File: src/rtl/strapclk_pkg.sv
package strapclk_pkg;

  typedef enum logic [1:0] {
    BUS_CONV33  = 2'd0,
    BUS_CONV66  = 2'd1,
    BUS_PCIX66  = 2'd2,
    BUS_PCIX_HI = 2'd3
  } bus_mode_e;

  localparam int MHZ_W = 8;

  // Rate for a mode and an applied select (slow_n = 0 reduces speed).
  function automatic logic [MHZ_W-1:0] rate_mhz(bus_mode_e m, logic slow_n);
    logic [MHZ_W-1:0] r;
    case (m)
      BUS_CONV33:  r = slow_n ? MHZ_W'(33) : MHZ_W'(25);
      BUS_CONV66:  r = slow_n ? MHZ_W'(66) : MHZ_W'(50);
      BUS_PCIX66:  r = slow_n ? MHZ_W'(66) : MHZ_W'(50);
      default:     r = MHZ_W'(133);
    endcase
    return r;
  endfunction

endpackage

File: src/rtl/strap_capture.sv
module strap_capture #(
  parameter int HOLD_CYC = 12
) (
  input  logic clk,
  input  logic pwr_good,
  input  logic link_rst_n,
  input  logic compat_strap,
  input  logic hp_req_strap_n,
  input  logic arb_strap,
  input  logic wr_arb_en,
  input  logic wr_data,
  output logic cap_stb,
  output logic cap_slow_n,
  output logic hp_en,
  output logic ext_arb_n
);
  localparam int CW = $clog2(HOLD_CYC + 1);

  logic          pg_q, lr_q;
  logic          tracking, armed, qual, done;
  logic [CW-1:0] cnt;
  logic [CW-1:0] cnt_nxt;
  logic          pg_rise, lr_rise;

  assign pg_rise    = pwr_good & ~pg_q;
  assign lr_rise    = link_rst_n & ~lr_q;
  assign cap_stb    = lr_rise & ~done;
  assign cap_slow_n = ~qual;
  assign cnt_nxt    = cnt + CW'(1);

  always_ff @(posedge clk or negedge pwr_good) begin
    if (!pwr_good) begin
      pg_q      <= 1'b0;
      lr_q      <= 1'b0;
      tracking  <= 1'b0;
      armed     <= 1'b0;
      qual      <= 1'b0;
      done      <= 1'b0;
      cnt       <= '0;
      hp_en     <= 1'b0;
      ext_arb_n <= 1'b1;
    end else begin
      pg_q <= 1'b1;
      lr_q <= link_rst_n;
      if (pg_rise) begin
        hp_en     <= ~hp_req_strap_n;
        ext_arb_n <= arb_strap;
        tracking  <= compat_strap;
        cnt       <= compat_strap ? CW'(1) : '0;
        armed     <= compat_strap && (HOLD_CYC <= 1);
        qual      <= 1'b0;
      end else begin
        if (!done) begin
          if (tracking && !armed) begin
            if (compat_strap) begin
              cnt <= cnt_nxt;
              if (cnt_nxt >= CW'(HOLD_CYC)) armed <= 1'b1;
            end else begin
              tracking <= 1'b0;
            end
          end
          if (armed && !compat_strap) qual <= 1'b1;
        end
        if (wr_arb_en) ext_arb_n <= wr_data;
      end
      if (cap_stb) done <= 1'b1;
    end
  end

  // hot-plug status holds once power is up
  p_hpen_hold_r5: assert property (@(posedge clk) disable iff (!pwr_good)
    pg_q |=> $stable(hp_en));

  // arbiter bit moves only on a software write after power-up
  p_arb_hold_r6: assert property (@(posedge clk) disable iff (!pwr_good)
    (pg_q && !wr_arb_en) |=> $stable(ext_arb_n));

  // a capture never repeats within one power cycle
  p_single_capture_r4: assert property (@(posedge clk) disable iff (!pwr_good)
    cap_stb |=> !cap_stb);

endmodule

File: src/rtl/speed_ctrl.sv
module speed_ctrl (
  input  logic clk,
  input  logic pwr_good,
  input  logic cap_stb,
  input  logic cap_slow_n,
  input  logic hp_mode,
  input  logic sbr_ctl,
  input  logic wr_en,
  input  logic wr_data,
  output logic act_slow_n,
  output logic stat_slow
);
  logic reg_slow_n;
  logic sbr_q;
  logic sbr_rise;
  logic fast_slow;
  logic apply_val;

  assign sbr_rise  = sbr_ctl & ~sbr_q;
  assign fast_slow = hp_mode & wr_en & ~wr_data;
  assign apply_val = wr_en ? wr_data : reg_slow_n;

  always_ff @(posedge clk or negedge pwr_good) begin
    if (!pwr_good) begin
      reg_slow_n <= 1'b1;
      act_slow_n <= 1'b1;
      stat_slow  <= 1'b0;
      sbr_q      <= 1'b0;
    end else begin
      sbr_q <= sbr_ctl;
      if (cap_stb) begin
        reg_slow_n <= cap_slow_n;
        act_slow_n <= cap_slow_n;
        stat_slow  <= ~cap_slow_n;
      end else begin
        if (wr_en) reg_slow_n <= wr_data;
        if (sbr_rise) begin
          act_slow_n <= apply_val;
          stat_slow  <= ~apply_val;
        end else if (fast_slow) begin
          act_slow_n <= 1'b0;
        end
      end
    end
  end

  // select is held unless capture, reset edge, or hot-plug slow write
  p_act_hold_r7: assert property (@(posedge clk) disable iff (!pwr_good)
    (!cap_stb && !sbr_ctl && !fast_slow) |=> $stable(act_slow_n));

  // status only moves on capture or a bus-reset edge
  p_stat_hold_r9: assert property (@(posedge clk) disable iff (!pwr_good)
    (!cap_stb && !sbr_rise) |=> $stable(stat_slow));

  // hot-plug slow write takes effect on the next edge
  p_hp_fast_r9: assert property (@(posedge clk) disable iff (!pwr_good)
    (fast_slow && !cap_stb) |=> !act_slow_n);

  // after a bus-reset edge select and status agree
  p_sbr_agree_r8: assert property (@(posedge clk) disable iff (!pwr_good)
    (sbr_rise && !cap_stb) |=> (act_slow_n == !stat_slow));

endmodule

File: src/rtl/speed_map.sv
module speed_map
  import strapclk_pkg::*;
(
  input  logic [1:0]       bus_mode,
  input  logic             slow_n,
  output logic [MHZ_W-1:0] mhz
);
  always_comb begin
    mhz = rate_mhz(bus_mode_e'(bus_mode), slow_n);
    // fastest mode ignores the select
    p_fast_unaffected_r10: assert (bus_mode != 2'd3 || mhz == MHZ_W'(133));
  end
endmodule

File: src/rtl/strap_clk_ctrl.sv
module strap_clk_ctrl
  import strapclk_pkg::*;
#(
  parameter int HOLD_CYC = 12
) (
  input  logic             clk,
  input  logic             pwr_good,
  input  logic             link_rst_n,
  input  logic             compat_strap,
  input  logic             hp_req_strap_n,
  input  logic             arb_strap,
  input  logic             hp_mode,
  input  logic             sbr_ctl,
  input  logic             wr_slow_en,
  input  logic             wr_arb_en,
  input  logic             wr_data,
  input  logic [1:0]       bus_mode,
  output logic             clk_slow_n,
  output logic             speed_slow,
  output logic             hp_en,
  output logic             ext_arb_n,
  output logic [MHZ_W-1:0] bus_mhz
);
  logic cap_stb, cap_slow_n;

  strap_capture #(.HOLD_CYC(HOLD_CYC)) u_cap (
    .clk            (clk),
    .pwr_good       (pwr_good),
    .link_rst_n     (link_rst_n),
    .compat_strap   (compat_strap),
    .hp_req_strap_n (hp_req_strap_n),
    .arb_strap      (arb_strap),
    .wr_arb_en      (wr_arb_en),
    .wr_data        (wr_data),
    .cap_stb        (cap_stb),
    .cap_slow_n     (cap_slow_n),
    .hp_en          (hp_en),
    .ext_arb_n      (ext_arb_n)
  );

  speed_ctrl u_spd (
    .clk        (clk),
    .pwr_good   (pwr_good),
    .cap_stb    (cap_stb),
    .cap_slow_n (cap_slow_n),
    .hp_mode    (hp_mode),
    .sbr_ctl    (sbr_ctl),
    .wr_en      (wr_slow_en),
    .wr_data    (wr_data),
    .act_slow_n (clk_slow_n),
    .stat_slow  (speed_slow)
  );

  speed_map u_map (
    .bus_mode (bus_mode),
    .slow_n   (clk_slow_n),
    .mhz      (bus_mhz)
  );

endmodule

File: config.mk
export PLATFORM = sky130hd
export DESIGN_NAME = strap_clk_ctrl
export DESIGN_NICKNAME = d
export VERILOG_FILES = /design/src/rtl/strapclk_pkg.sv /design/src/rtl/strap_capture.sv /design/src/rtl/speed_ctrl.sv /design/src/rtl/speed_map.sv /design/src/rtl/strap_clk_ctrl.sv
export SDC_FILE = /design/constraint.sdc
export NUM_CORES = 1
export LEC_CHECK = 0
export BUFFER_PORTS_ARGS = -buffer_cell sky130_fd_sc_hd__clkbuf_2
export CAP_MARGIN = 20
export CORE_MARGIN = 5
export CORE_UTILIZATION = 43
export CTS_CLUSTER_DIAMETER = 40
export DETAILED_ROUTE_END_ITERATION = 8
export PLACE_DENSITY = 0.78
export SLEW_MARGIN = 20
export SYNTH_ARGS = -nofsm -noshare
export SYNTH_HDL_FRONTEND = slang
export SYNTH_HIERARCHICAL = 1
export SYNTH_SLANG_ARGS = --single-unit
File: constraint.sdc
create_clock -name clk -period 1.5 [get_ports clk]
set_clock_uncertainty 0.05 [all_clocks]
set_input_delay 0.3 -clock clk [delete_from_list [all_inputs] [get_ports clk]]
set_output_delay 0.3 -clock clk [all_outputs]
set_load 0.02 [all_outputs]
==> metrics.md <==
| Metric | Value |
|---|---|
| Pre-antenna DRT Iters | `4` |
| Post-DR wirelength/cell | `14.6 um` |
| Power per Cell Area | `926 mW/mm^2` |
| Critical path data required time | `1.15 ns` |
| VDD IR max | `0.000464 V` |
| Highest routed layer | `met3` |
| First-pass GRT wire length | `2840 um` |
| Netlist cell types | `33` |
| Post-synth EDFFs | `0` |
| Die area | `0.00289 mm^2` |
| Antenna violations before repair | `0` |
| Ports | `25` |
| #FFs+latches synth | `16` |
| Core Area | `0.00176 mm^2` |
| Final Util | `64.3%` |
| # nets final | `130` |
| Cell count after placement | `127` |
| Mapped Area | `823 um^2` |
| Seq/Total Area, Yosys | `49.1%` |
| Top FF cell, synth | `dfrtp_1` |
| Mapped Nets | `94` |
| Worst-case hold slack | `0.0931 ns` |
| Ant diodes | `0` |
| Clock Pin Slew Worst Setup and Hold Paths | `0.09 ns` |
| CP startpoint kind | `flip-flop` |
| Fmax | `613 MHz` |
| Final Instance Area | `0.00113 mm^2` |
| Share of cells above drive strength 1 | `45.1%` |
| Post-route ant nets | `0` |
| Largest register FFs | `4` |
| Most common cell after layout, fill and taps aside | `clkbuf_2` |
| Max Cap Viol | `0` |
| Synth Area per Inst | `10.6 um^2` |
| Number of global-route vias before repair | `683` |
| Die Wd | `53.8 um` |
| Commonest non-fill, non-tap cells in the layout | `clkbuf_2 (19), dfrtp_1 (13), buf_4 (8), inv_1 (7), a21oi_1 (6)` |
| Wirelength, routed | `2010 um` |
| Total gr overflow | `0` |
| Post-synthesis async set-or-reset flop share | `100%` |
| Chip height | `53.8 um` |
| Synth warnings | `6` |
| DRC errors left | `0` |
| Status | `finished, violations left` |
| Via density | `5.12` |
| Routability Congestion | `0.833` |
| Largest net degree at the start of global routing | `12` |
| Row count | `15` |
| M1 wire length | `786 um` |
| DP HPWL | `1380 um` |
| Leakage | `0.533 nW` |
| Crit. End Element | `output pin` |
| H-tree Lvls | `1` |
| Non-Filler Instances | `138` |
| Vias | `707` |
| Clock buffer depth | `2` |
| Met2 wire length | `1120 um` |
| Most flops, register | `u_cap/cnt` |
| Area grow syn2layout | `37.8%` |
| Port buffer count | `24` |
| Crit path DAT | `1.28 ns` |
| Crit path kind | `reg2out` |
| Initial DRC Count | `11` |
| Met3 wire len | `107 um` |
| Clock root cell | `clkbuf_4` |
| RSZ-0062 raised after global routing | `true` |
| Synth Instances | `78` |
| Placement Cell Area | `988 um^2` |
| Final worst-path cycle share | `109%` |
| Reg-to-reg slack, setup | `0.11 ns` |
| Final Hold Viols | `0` |
| Gr usage total | `13.8%` |
| Slew Viols, Final | `0` |
| # setup viols final | `4` |
| CP max FO | `4` |
| Setup slack after layout | `-0.132 ns` |
| Worst min-delay path category | `in2reg` |
| Clock Latency Late Sink | `0.28 ns` |
| Inserted Clock Buffers | `3` |
| Failing checks | `setup timing` |
| TritonCTS clock tree | `done` |
| Minimum clock period | `1.63 ns` |
| Starting Density | `46.7%` |
| Num Clock Sinks | `16` |
| Pwr Total | `1.05 mW` |
## kinds of logic (layout without fill, tap and decap cells)
group                    Yosys count  in the layout  share of synthesized area (%)
AND/OR/NAND/NOR                   28             28                           21.7
AO/OA/AOI/OAI                     17             17                           13.5
flip-flops                        16             16                           49.1
buffers and inverters              9             44                           4.56
multiplexers                       4              4                           6.08
adder cells (fa/ha/maj)            3              3                           4.56
other                              1              1                          0.455
## metal layers
layer | up-vias | global-route usage [%]
li1 | 346 | -
met1 | 337 | 14.8
met2 | 24 | 26.0
met3 | 0 | 2.77
met4 | 0 | 5.11
met5 | - | 0
## final cells by class
cell class                 count  area [um^2]
inverter                       7         26.3
clock buffer                   4         36.3
tap                           25         31.3
fill                         161          629
timing repair buffer          33          218
multi-input combinational     53          419
sequential                    16          404
## through the flow
step | setup slack, ns | TNS, ns
after detailed placement | 0.0250 | 0
after global routing | -0.200 | -0.565
final | -0.132 | -0.309
after floorplan | 0.00790 | 0
after CTS | -0.126 | -0.190
after global placement | 0.0536 | 0
## worst paths after layout
path	to	startpoint	cells after the start
max reg2reg	u_spd/act_slow_n	u_cap/lr_q	4
min	u_spd/sbr_q	sbr_ctl	1
max in group asynchronous	u_cap/ext_arb_n	pwr_good	3
min in group asynchronous	u_cap/cnt[3]	pwr_good	3
max	bus_mhz[5]	u_spd/act_slow_n	3
min reg2reg	u_cap/hp_en	u_cap/hp_en	2
## Yosys cell counts, drive strengths merged, types with 2 or more instances
master	instances	share of area [%]
mux2i	2	2.4
nor2	5	2.3
inv	7	3.2
nor3	3	1.8
o21ai	3	1.8
nor2b	2	1.5
ha	3	4.6
dfstp	3	9.6
nand2b	3	2.3
nand2	5	2.3
a21oi	6	3.6
nand3	2	1.2
dfrtp	13	40
mux2	2	3.6
## critical path: stages (launching register included)
cell	delay (ns)
dfstp_2	0.58
mux2i_1	0.21
nor2_1	0.05
buf_2	0.16
## where the power goes
part / internal [mW] / switching (mW) / total [mW]
combinational: 0.137 / 0.144 / 0.282
clock: 0.148 / 0.126 / 0.274
sequential: 0.470 / 0.0255 / 0.495
## timing repair
action,in CTS,in global routing
endpoints found under the setup margin,2,7
buffers inserted,3,2
pin swaps,0,1
hold endpoints to repair,5,0
resized for setup,3,16
hold buffers,2,0
Power figures use the tool's default switching activity.
